==> config.mk <==
export PLATFORM = sky130hd
export DESIGN_NAME = xmem_mux_bridge
export DESIGN_NICKNAME = d
export VERILOG_FILES = /design/src/rtl/xmem_bridge_pkg.sv /design/src/rtl/xmem_addr_decode.sv /design/src/rtl/xmem_bus_seq.sv /design/src/rtl/xmem_pin_mux.sv /design/src/rtl/xmem_mux_bridge.sv
export SDC_FILE = /design/constraint.sdc
export NUM_CORES = 1
export LEC_CHECK = 0
export BUFFER_PORTS_ARGS = -buffer_cell sky130_fd_sc_hd__buf_4
export CORE_MARGIN = 2
export CORE_UTILIZATION = 45
export DETAILED_ROUTE_END_ITERATION = 8
export HOLD_SLACK_MARGIN = 0.03
export PLACE_DENSITY = 0.78
export SLEW_MARGIN = 20
export SYNTH_ARGS = -nofsm -noshare
export SYNTH_HDL_FRONTEND = slang
export SYNTH_HIERARCHICAL = 1
export SYNTH_SLANG_ARGS = --single-unit
==> constraint.sdc <==
create_clock -name clk -period 2.3 [get_ports clk]
set_input_delay 0.46 -clock clk [delete_from_list [all_inputs] [get_ports clk]]
set_output_delay 0.46 -clock clk [all_outputs]
set_load 0.05 [all_outputs]
==> src/rtl/xmem_bridge_pkg.sv <==
package xmem_bridge_pkg;

  typedef enum logic [1:0] {
    PH_IDLE = 2'd0,
    PH_ADDR = 2'd1,
    PH_DATA = 2'd2,
    PH_DONE = 2'd3
  } xb_phase_e;

  // address lies beyond the on-chip memory ceiling
  function automatic logic is_external(input int unsigned addr, input int unsigned ceiling);
    return addr > ceiling;
  endfunction

  // final data-phase cycle for a given wait count
  function automatic logic wait_done(input int unsigned cnt, input int unsigned waits);
    return cnt == waits - 1;
  endfunction

  // pull-up rule for a general-purpose port: input pins with a 1 drive value
  function automatic logic [7:0] gp_pullup(input logic [7:0] dout, input logic [7:0] dir);
    return dout & ~dir;
  endfunction

endpackage

==> src/rtl/xmem_addr_decode.sv <==
module xmem_addr_decode
  import xmem_bridge_pkg::*;
#(
  parameter int ADDR_W = 16,
  parameter logic [ADDR_W-1:0] INT_TOP = 16'h045F
) (
  input  logic              bus_en,
  input  logic              req_valid,
  input  logic [ADDR_W-1:0] req_addr,
  input  logic              seq_idle,
  output logic              ev_external,
  output logic              ev_accept
);

  always_comb begin
    ev_external = is_external(32'(req_addr), 32'(INT_TOP));
    ev_accept   = seq_idle && bus_en && req_valid && ev_external;
  end

endmodule

==> src/rtl/xmem_bus_seq.sv <==
module xmem_bus_seq
  import xmem_bridge_pkg::*;
#(
  parameter int ADDR_W   = 16,
  parameter int DATA_W   = 8,
  parameter int WAIT_CYC = 3
) (
  input  logic                     clk,
  input  logic                     rst_n,
  input  logic                     accept,
  input  logic                     req_we,
  input  logic [ADDR_W-1:0]        req_addr,
  input  logic [DATA_W-1:0]        req_wdata,
  input  logic [DATA_W-1:0]        pa_in,
  output logic                     seq_idle,
  output logic                     ale_o,
  output logic                     rd_n_o,
  output logic                     wr_n_o,
  output logic                     drive_lo,
  output logic [DATA_W-1:0]        lo_val,
  output logic [ADDR_W-DATA_W-1:0] hi_val,
  output logic                     done_o,
  output logic [DATA_W-1:0]        rdata_o
);

  localparam int HI_W = ADDR_W - DATA_W;
  localparam int CW   = (WAIT_CYC < 2) ? 1 : $clog2(WAIT_CYC);

  xb_phase_e          ph;
  logic [CW-1:0]      cnt;
  logic               we_q;
  logic [ADDR_W-1:0]  addr_q;
  logic [DATA_W-1:0]  wdata_q;
  logic [DATA_W-1:0]  rdata_q;
  logic               ev_strobe_last;

  assign ev_strobe_last = (ph == PH_DATA) && wait_done(32'(cnt), WAIT_CYC);

  always_ff @(posedge clk or negedge rst_n) begin
    if (!rst_n) begin
      ph      <= PH_IDLE;
      cnt     <= '0;
      we_q    <= 1'b0;
      addr_q  <= '0;
      wdata_q <= '0;
      rdata_q <= '0;
    end else begin
      unique case (ph)
        PH_IDLE: if (accept) begin
          ph      <= PH_ADDR;
          we_q    <= req_we;
          addr_q  <= req_addr;
          wdata_q <= req_wdata;
        end
        PH_ADDR: begin
          ph  <= PH_DATA;
          cnt <= '0;
        end
        PH_DATA: begin
          if (ev_strobe_last) begin
            ph <= PH_DONE;
            if (!we_q) rdata_q <= pa_in;
          end else begin
            cnt <= cnt + 1'b1;
          end
        end
        default: ph <= PH_IDLE;
      endcase
    end
  end

  always_comb begin
    seq_idle = (ph == PH_IDLE);
    ale_o    = (ph == PH_ADDR);
    rd_n_o   = !((ph == PH_DATA) && !we_q);
    wr_n_o   = !((ph == PH_DATA) && we_q);
    drive_lo = (ph == PH_ADDR) || (((ph == PH_DATA) || (ph == PH_DONE)) && we_q);
    lo_val   = (ph == PH_ADDR) ? addr_q[DATA_W-1:0] : wdata_q;
    hi_val   = addr_q[ADDR_W-1:DATA_W];
    done_o   = (ph == PH_DONE);
    rdata_o  = rdata_q;
  end

  // never both strobes low
  a_r5_one_strobe: assert property (@(posedge clk) disable iff (!rst_n)
    !(!rd_n_o && !wr_n_o));
  // address strobe low while a data strobe is active
  a_r5_ale_low_in_data: assert property (@(posedge clk) disable iff (!rst_n)
    (!rd_n_o || !wr_n_o) |-> !ale_o);
  // address strobe lasts one cycle and is followed by a strobe
  a_r4_ale_single: assert property (@(posedge clk) disable iff (!rst_n)
    ale_o |=> (!ale_o && (!rd_n_o || !wr_n_o)));
  // completion follows a strobe cycle
  a_r9_done_after_strobe: assert property (@(posedge clk) disable iff (!rst_n)
    done_o |-> ($past(!rd_n_o || !wr_n_o) && rd_n_o && wr_n_o));
  // completion is a single-cycle pulse
  a_r9_done_pulse: assert property (@(posedge clk) disable iff (!rst_n)
    done_o |=> !done_o);
  // write data stays put through the strobe
  a_r6_wdata_stable: assert property (@(posedge clk) disable iff (!rst_n)
    (!wr_n_o && $past(!wr_n_o)) |-> ($stable(lo_val) && drive_lo));
  // shared port released while reading
  a_r7_read_released: assert property (@(posedge clk) disable iff (!rst_n)
    !rd_n_o |-> !drive_lo);
  // high address byte steady during a transfer
  a_r10_hi_stable: assert property (@(posedge clk) disable iff (!rst_n)
    (!seq_idle && $past(!seq_idle)) |-> $stable(hi_val));

endmodule

==> src/rtl/xmem_pin_mux.sv <==
module xmem_pin_mux
  import xmem_bridge_pkg::*;
#(
  parameter int DATA_W = 8,
  parameter int HI_W   = 8
) (
  input  logic              bus_en,
  input  logic              seq_ale,
  input  logic              seq_rd_n,
  input  logic              seq_wr_n,
  input  logic              seq_drive_lo,
  input  logic [DATA_W-1:0] seq_lo,
  input  logic [HI_W-1:0]   seq_hi,
  input  logic [DATA_W-1:0] gpa_dout,
  input  logic [DATA_W-1:0] gpa_dir,
  input  logic [HI_W-1:0]   gpc_dout,
  input  logic [HI_W-1:0]   gpc_dir,
  output logic [DATA_W-1:0] pa_out,
  output logic [DATA_W-1:0] pa_oe,
  output logic [DATA_W-1:0] pa_pu,
  output logic [HI_W-1:0]   pc_out,
  output logic [HI_W-1:0]   pc_oe,
  output logic              ale,
  output logic              rd_n,
  output logic              wr_n
);

  always_comb begin
    if (bus_en) begin
      pa_out = seq_lo;
      pa_oe  = {DATA_W{seq_drive_lo}};
      pa_pu  = '1;
      pc_out = seq_hi;
      pc_oe  = '1;
      ale    = seq_ale;
      rd_n   = seq_rd_n;
      wr_n   = seq_wr_n;
    end else begin
      pa_out = gpa_dout;
      pa_oe  = gpa_dir;
      pa_pu  = gp_pullup(8'(gpa_dout), 8'(gpa_dir))[DATA_W-1:0];
      pc_out = gpc_dout;
      pc_oe  = gpc_dir;
      ale    = 1'b0;
      rd_n   = 1'b1;
      wr_n   = 1'b1;
    end
  end

endmodule

==> src/rtl/xmem_mux_bridge.sv <==
module xmem_mux_bridge
  import xmem_bridge_pkg::*;
#(
  parameter int ADDR_W   = 16,
  parameter int DATA_W   = 8,
  parameter logic [ADDR_W-1:0] INT_TOP = 16'h045F,
  parameter int WAIT_CYC = 3
) (
  input  logic                     clk,
  input  logic                     rst_n,
  input  logic                     bus_en,
  input  logic                     req_valid,
  input  logic                     req_we,
  input  logic [ADDR_W-1:0]        req_addr,
  input  logic [DATA_W-1:0]        req_wdata,
  output logic [DATA_W-1:0]        rsp_rdata,
  output logic                     rsp_done,
  input  logic [DATA_W-1:0]        gpa_dout,
  input  logic [DATA_W-1:0]        gpa_dir,
  input  logic [ADDR_W-DATA_W-1:0] gpc_dout,
  input  logic [ADDR_W-DATA_W-1:0] gpc_dir,
  input  logic [DATA_W-1:0]        pa_in,
  output logic [DATA_W-1:0]        pa_out,
  output logic [DATA_W-1:0]        pa_oe,
  output logic [DATA_W-1:0]        pa_pu,
  output logic [ADDR_W-DATA_W-1:0] pc_out,
  output logic [ADDR_W-DATA_W-1:0] pc_oe,
  output logic                     ale,
  output logic                     rd_n,
  output logic                     wr_n
);

  localparam int HI_W = ADDR_W - DATA_W;

  logic              seq_idle;
  logic              ev_external;
  logic              ev_accept;
  logic              seq_ale, seq_rd_n, seq_wr_n, seq_drive_lo;
  logic [DATA_W-1:0] seq_lo;
  logic [HI_W-1:0]   seq_hi;

  xmem_addr_decode #(.ADDR_W(ADDR_W), .INT_TOP(INT_TOP)) i_decode (
    .bus_en      (bus_en),
    .req_valid   (req_valid),
    .req_addr    (req_addr),
    .seq_idle    (seq_idle),
    .ev_external (ev_external),
    .ev_accept   (ev_accept)
  );

  xmem_bus_seq #(.ADDR_W(ADDR_W), .DATA_W(DATA_W), .WAIT_CYC(WAIT_CYC)) i_seq (
    .clk       (clk),
    .rst_n     (rst_n),
    .accept    (ev_accept),
    .req_we    (req_we),
    .req_addr  (req_addr),
    .req_wdata (req_wdata),
    .pa_in     (pa_in),
    .seq_idle  (seq_idle),
    .ale_o     (seq_ale),
    .rd_n_o    (seq_rd_n),
    .wr_n_o    (seq_wr_n),
    .drive_lo  (seq_drive_lo),
    .lo_val    (seq_lo),
    .hi_val    (seq_hi),
    .done_o    (rsp_done),
    .rdata_o   (rsp_rdata)
  );

  xmem_pin_mux #(.DATA_W(DATA_W), .HI_W(HI_W)) i_pins (
    .bus_en       (bus_en),
    .seq_ale      (seq_ale),
    .seq_rd_n     (seq_rd_n),
    .seq_wr_n     (seq_wr_n),
    .seq_drive_lo (seq_drive_lo),
    .seq_lo       (seq_lo),
    .seq_hi       (seq_hi),
    .gpa_dout     (gpa_dout),
    .gpa_dir      (gpa_dir),
    .gpc_dout     (gpc_dout),
    .gpc_dir      (gpc_dir),
    .pa_out       (pa_out),
    .pa_oe        (pa_oe),
    .pa_pu        (pa_pu),
    .pc_out       (pc_out),
    .pc_oe        (pc_oe),
    .ale          (ale),
    .rd_n         (rd_n),
    .wr_n         (wr_n)
  );

  // a request for on-chip memory leaves the sequencer idle
  a_r8_internal_stays_idle: assert property (@(posedge clk) disable iff (!rst_n)
    (seq_idle && req_valid && !ev_external) |=> seq_idle);
  // nothing starts while the bus mode is off
  a_r2_off_stays_idle: assert property (@(posedge clk) disable iff (!rst_n)
    (seq_idle && !bus_en) |=> seq_idle);
  // shared port released whenever the bridge is idle in bus mode
  a_r3_idle_released: assert property (@(posedge clk) disable iff (!rst_n)
    (bus_en && seq_idle) |-> (pa_oe == '0));

endmodule

==> results by group, run 1 <==
Detailed routing
  – Avg WL per Cell: 14.3 um
  – Vias/cell: 4.80
  – Vias: 1771
  – Remaining DRCs: 0
  – Iter 0 DRT Violations: 41
  – DRT Wirelength: roughly 5.3 mm
  – Remaining antenna violation count after routing: 0
  – DR pass1 iterations: 3

Power
  – Worst VDD drop: 0.749 mV
  – Static Leakage: 1.73 nW
  – Pwr dens: around 1200 nW/um^2

Place
  – RD Place Congestion: about 0.74
  – PortBufs: 120
  – Estimated wirelength of the detail-placed design: 4.11 mm
  – Post-placement setup slack: -0.0497 ns

Finish
  – Area Growth Syn to Fin: 49.6%
  – Final-layout fill cell count: 368
  – Finished Core Util: 0.705
  – Layout cells sized above 1: 0.702
  – Fin nets: 377
  – Inserted Diodes: 0

Status
  – Status: completed

STA
  – Max-slew headroom: 0.694
  – Final setup viols: 0
  – Tightest Pin Transition: 0.459 ns
  – Final Critical Period: 2.23 ns
  – Fin. Hold Viols: 0
  – TNS Setup: 0 ns
  – Fin worst setup slack: between 0.06 and 0.07 ns
  – Max Clock Freq: about 450 MHz
  – RSZ-0062 raised after global routing: false
  – Clock Skew: 0.00300 ns
  – Fin. max-slew vios: 0
  – Final period utilization: 0.971

Global routing
  – First-pass GRT wire length: a little over 8 mm
  – Vias in the first global route: roughly 1800
  – Initial antenna violation count: 0
  – Total GRT Usage: 0.198
  – Largest net degree at the start of global routing: 38
  – Gr ovfl total: 0

Yosys
  – Xor and xnor fraction of the mapped netlist area: 0
  – Main combinational cell family by area after synthesis: multiplexers
  – Avg Cell Area, Syn: approximately 13 um^2
  – Fraction of the mapped netlist area in adder cells: 0.0391
  – Syn Std Cell Area: 2240 um^2
  – Seq/Total Area, Yosys: 0.413
  – Yosys warns: 6
  – Instance count of the mapped netlist: 178
  – Multiplexer area fraction after synthesis: 0.330
  – Yosys cell types: 27
  – Compound-gate portion of the synthesized area: 0.0625
  – Number of synthesized register bits: 37
  – Simple-gate share of the synthesized area: 0.0698
  – Syn_nets: 254

Floorplan
  – Initial Util: 0.471
  – # rows: 25
  – Die footprint: 5560 um^2
  – Die height: 74.6 um
  – Core Area: 4750 um^2
  – Die width: ~75 um
  – # IOs: between 100 and 150

Clock tree
  – Hold-fix buffers, CTS: 0
  – CTS tree: built
  – Clk buf depth: 2
  – Clock root cell: clkbuf_8
  – H-tree Lvls: 2
  – Clk slew on worst S/H paths: 0.07 ns
  – Clock sinks: 37
  – Num CTS Buffers: 5
  – Clock latency at the later pin of the worst-skew pair: 0.29 ns

Worst setup path
  – Reg2reg end: i_seq/ph[1]$_DFFE_PN0P_
  – Setup crit start kind: register
  – Critical path type: reg2out
  – Crit. End Element: output pin
  – Crit path DAT: 1.77 ns
  – Crit path max fanout: 5
  – Reg2Reg Setup Slack: 0.38 ns
  – Req. time, crit path: 1.84 ns
  – Worst-case reg-to-reg path depth: 7
  – R2R Path Start: i_seq/ph[0]$_DFFE_PN0P_

Min path
  – Hold Path Class: in2async

Flow run
  – Max-cap violations: 0
==> Yosys cell counts, drive strengths merged <==
cell type  instances  area (um^2)
and4               1         8.76
and2               1         6.26
nand2b             3         18.8
nor2b              2         20.0
ha                 7         87.6
mux2i              3         30.0
a21oi              1         5.00
a21o               8         60.1
inv               13         48.8
or2                8         50.1
mux2              59          709
dfrtp             37          926
nand4b             1         23.8
a211o              1         8.76
a2111o             1         12.5
buf               16          143
or4                1         7.51
o32ai              1         8.76
o21ai              9         45.0
nand2              5         21.3
==> registers in the layout, summed over array words and instances (netlist names) <==
signal         flops
i_seq/addr_q      16
i_seq/wdata_q      8
i_seq/ph           2
i_seq/we_q         1
i_seq/rdata_o      8
i_seq/cnt          2
==> area by class of cell <==
type	instances	area, um^2	area share
clock buffer	7	96.3	0.0287
clock inverter	1	5.00	0.00149
inverter	13	48.8	0.0146
multi-input combinational	112	1140	0.340
sequential	37	927	0.276
tap	67	83.8	0.0250
timing repair buffer	132	1050	0.314
==> what timing repair did <==
| action | CTS | global route |
|---|---|---|
| endpoints found under the hold margin | 0 | 0 |
| buffers inserted | 0 | 2 |
| setup endpoints to repair | 8 | 8 |
| pin swaps | 0 | 0 |
| gates resized for setup | 6 | 9 |
==> worst max-delay path: stages (launching register included) <==
cell and delay (ns):
dfrtp_1 0.39, inv_2 0.08, ha_4 0.13, buf_6 0.11
mux2_2 0.34, mux2_2 0.27, buf_6 0.15
==> cell families (layout without fill, tap and decap cells) <==
| kind of cell | Yosys count | count (layout) |
|---|---|---|
| compound gates | 21 | 21 |
| flops | 37 | 37 |
| fa+ha+maj | 7 | 7 |
| simple gates | 22 | 22 |
| buf+inv | 29 | 153 |
| mux | 62 | 62 |
==> layer usage <==
layer,global-route usage,vias up,wire length [um],part of all wire
met5,0,-,0,0
met1,0.217,828,2040,0.38
li1,-,857,-,-
met3,0.0759,7,531,0.10
met2,0.349,79,2660,0.50
met4,0.0675,0,63,0.012
==> through the flow <==
step                      instance area, um^2  std cells  power (mW)  hold slack (ns)
after floorplan                          2240        178        2.99            0.164
after global placement                   3180        359        3.52            0.450
after detailed placement                 3180        359        3.57            0.448
after CTS                                3310        367        4.11            0.131
after global routing                     3350        369        4.39            0.162
final                                    3350        369        4.15            0.118
==> worst max-delay path by stage <==
stage                                 start                           to  slack, ns  cells after the start
floorplan                            bus_en                     pa_oe[0]      0.003                      3
global placement               req_addr[15]       i_seq/we_q$_DFFE_PN0P_     -0.009                      7
detailed placement             req_addr[15]  i_seq/addr_q[2]$_DFFE_PN0P_      -0.05                      7
CTS                 i_seq/ph[1]$_DFFE_PN0P_                    pa_out[2]      -0.01                      6
global route        i_seq/ph[1]$_DFFE_PN0P_                    pa_out[7]      0.003                      6
finish              i_seq/ph[1]$_DFFE_PN0P_                    pa_out[5]       0.07                      6
==> where the power goes <==
group	total, mW	leakage (nW)	switching, mW	internal [mW]
Combinational	2.51	1.23	1.42	1.09
Clock	0.495	0.0542	0.225	0.271
Sequential	1.14	0.447	0.168	0.974
Total	4.15	1.73	1.81	2.34
==> cells in the final DEF, fill, tap and decap left out, drive strengths merged, types with 2 or more instances in the layout <==
cell    Yosys  layout
inv        13      13
clkbuf      0       7
dfrtp      37      37
mux2i       3       3
a21o        8       8
nand2b      3       3
mux2       59      59
or2         8       8
nand2       5       5
buf        16     132
ha          7       7
nor2b       2       2
o21ai       9       9
Power figures use the tool's default switching activity.
==> run 2: changes to the inputs <==
ABC_AREA = 1   (was not set)
CORE_UTILIZATION = 46   (was 45)
PLACE_DENSITY = 0.79   (was 0.78)
==> run 2 against run 1 <==
  * Sequential power is 4% lower
  * Critical path depth rose by 2
  * Sequential share of layout area increased by 0.14 points
  * Power decreased by 5.8%
  * Critical endpoint is now rd_n
  * Largest cell class unchanged
  * Largest power group unchanged
  * Highest routed layer unchanged
==> results by group, run 2 <==
Status
  – Status: completed

Floorplan
  – Die height: 75.6 um
  – Die width: between 70 and 80 um
  – # rows: 26
  – Die footprint: 5720 um^2
  – # IOs: roughly 120
  – Initial Util: 0.468
  – Core Area: 5040 um^2

Power
  – Sequential power share: 0.283
  – Internal power: 2.00 mW
  – Worst VDD drop: 0.609 mV
  – Pwr dens: between 1000 and 1500 nW/um^2
  – Sw Share: 0.488
  – Psw: 1.91 mW
  – Clk pwr share: 0.146
  – Static Leakage: 1.93 nW
  – Logic gate share of total power: 0.572

Detailed routing
  – Remaining DRCs: 0
  – Iter 0 DRT Violations: 104
  – DRT Wirelength: 6.15 mm
  – Vias/cell: 4.69
  – DR pass1 iterations: 4
  – Vias: 2410
  – Remaining antenna violation count after routing: 0
  – Avg WL per Cell: 12.0 um

Place
  – Post-placement setup slack: roughly 0.23 ns
  – Estimated wirelength of the detail-placed design: 4.79 mm
  – PortBufs: 120
  – RD Place Congestion: 0.787

Clock tree
  – Clk slew on worst S/H paths: 0.07 ns
  – Clock latency at the later pin of the worst-skew pair: around 0.28 ns
  – Clk buf depth: 2
  – CTS tree: built
  – H-tree Lvls: 2
  – Num CTS Buffers: 5
  – Clock sinks: 37
  – Clock root cell: clkbuf_8

Finish
  – Fin nets: about 520
  – Most frequent cells in the layout: 161 x nand2_1, 125 x buf_4, 37 x dfrtp_1
  – Commonest non-fill, non-tap cell in the layout: nand2_1
  – Layout cells sized above 1: 0.363
  – Register with the most flip-flops: i_seq/addr_q
  – Max reg flops: 16
  – Inserted Diodes: 0
  – Area Growth Syn to Fin: 41.2%

STA
  – Fin worst setup slack: 0.136 ns
  – TNS Setup: 0 ns
  – Final period utilization: 0.941
  – Fin. max-slew vios: 0
  – Clock Skew: 0.00790 ns
  – Tightest Pin Transition: 0.478 ns
  – Final setup viols: 0
  – RSZ-0062 raised after global routing: false
  – Final Critical Period: 2.16 ns
  – Max-slew headroom: 0.681
  – Max Clock Freq: 462 MHz
  – Fin. Hold Viols: 0

Yosys
  – Avg Cell Area, Syn: 7.09 um^2
  – Instance count of the mapped netlist: 333
  – Syn Std Cell Area: 2360 um^2
  – Syn_nets: 409
  – Yosys warns: 6

Worst setup path
  – Setup crit start kind: register
  – Crit path DAT: 1.70 ns
  – Reg2Reg Setup Slack: between 0.3 and 0.4 ns
  – Crit path max fanout: 10
  – Critical path type: reg2out
  – Crit. End Element: output pin
  – Req. time, crit path: roughly 1.8 ns

Global routing
  – Initial antenna violation count: 0
  – Total GRT Usage: 0.210
  – First-pass GRT wire length: 9.20 mm
  – Vias in the first global route: about 2100
  – Largest net degree at the start of global routing: 38
  – Gr ovfl total: 0

Flow run
  – Max-cap violations: 0

Min path
  – Hold Path Class: in2async
-- run 2: cell types whose count changed in the layout (fill, tap and decap cells not counted), sizes merged, moves of 2 or more --
cell,previous run,this run
nor2,0,14
buf,132,125
o21ai,9,12
mux2i,3,0
nor2b,2,0
nand2b,3,0
a21o,8,0
mux2,59,0
nand2,5,164
inv,13,32
nand3,0,27
a21oi,1,9
-- run 2: per-layer routing --
layer | vias to the layer above | wire length, um | share of wire | global-route usage
met5 | - | 0 | 0 | 0
met4 | 0 | 65 | 0.011 | 0.0663
met3 | 6 | 629 | 0.10 | 0.0635
met2 | 98 | 3030 | 0.49 | 0.365
met1 | 1083 | 2420 | 0.39 | 0.250
li1 | 1223 | - | - | -
-- run 2: final timing paths --
check,endpoint,start,cells after the start
worst max-delay path,rd_n,i_seq/ph[0]$_DFFE_PN0P_,8
worst min-delay path,i_seq/rdata_o[4]$_DFFE_PN0P_,rst_n,1
worst max register to register,i_seq/wdata_q[2]$_DFFE_PN0P_,i_seq/ph[1]$_DFFE_PN0P_,7
worst min register to register,i_seq/addr_q[9]$_DFFE_PN0P_,i_seq/addr_q[9]$_DFFE_PN0P_,2
max in group asynchronous,i_seq/addr_q[7]$_DFFE_PN0P_,rst_n,1
min in group clk,i_seq/rdata_o[0]$_DFFE_PN0P_,pa_in[0],3
-- run 2: cell type report --
| class | instances | area [um^2] |
|---|---|---|
| fillers | 455 | 1710 |
| multi-input cells | 242 | 1140 |
| repair buffers | 125 | 938 |
| flip-flops and latches | 37 | 926 |
| inverters | 32 | 120 |
| well taps | 70 | 87.6 |
| clock buffers | 7 | 86.3 |
| clock inverters | 1 | 30.0 |
-- run 2: critical path, stage by stage, from the launching register on --
cell     delay (ns)
dfrtp_1        0.45
inv_1          0.15
ha_1           0.25
inv_2          0.08
nor2_8         0.17
inv_1          0.06
inv_1          0.05
nand2_1        0.04
buf_4          0.19
-- run 2: repair_timing --
item	CTS	global route
setup endpoints to repair	8	8
hold buffers	0	0
resized for setup	1	1
pin swaps	0	0
setup buffers	0	0
-- run 2: power by group through the flow --
| stage | clock network, mW | logic [mW] | registers (mW) |
|---|---|---|---|
| CTS | 0.579 | 2.22 | 1.10 |
| floorplan | 0 | 1.56 | 1.24 |
| global placement | 0 | 2.17 | 1.10 |
| detailed placement | 0 | 2.21 | 1.11 |
| finish | 0.569 | 2.23 | 1.10 |
| global route | 0.613 | 2.42 | 1.13 |
-- run 2: through the flow --
step / instances / util / power, mW / hold WS [ns] / area (um^2)
after floorplan: 333 / - / 2.80 / 0.164 / 2360
after global placement: 506 / 0.635 / 3.27 / 0.449 / 3200
after detailed placement: 506 / 0.635 / 3.32 / 0.453 / 3200
after CTS: 514 / 0.659 / 3.90 / 0.147 / 3320
after global routing: 514 / 0.661 / 4.16 / 0.163 / 3330
final: 514 / 0.661 / 3.90 / 0.134 / 3330
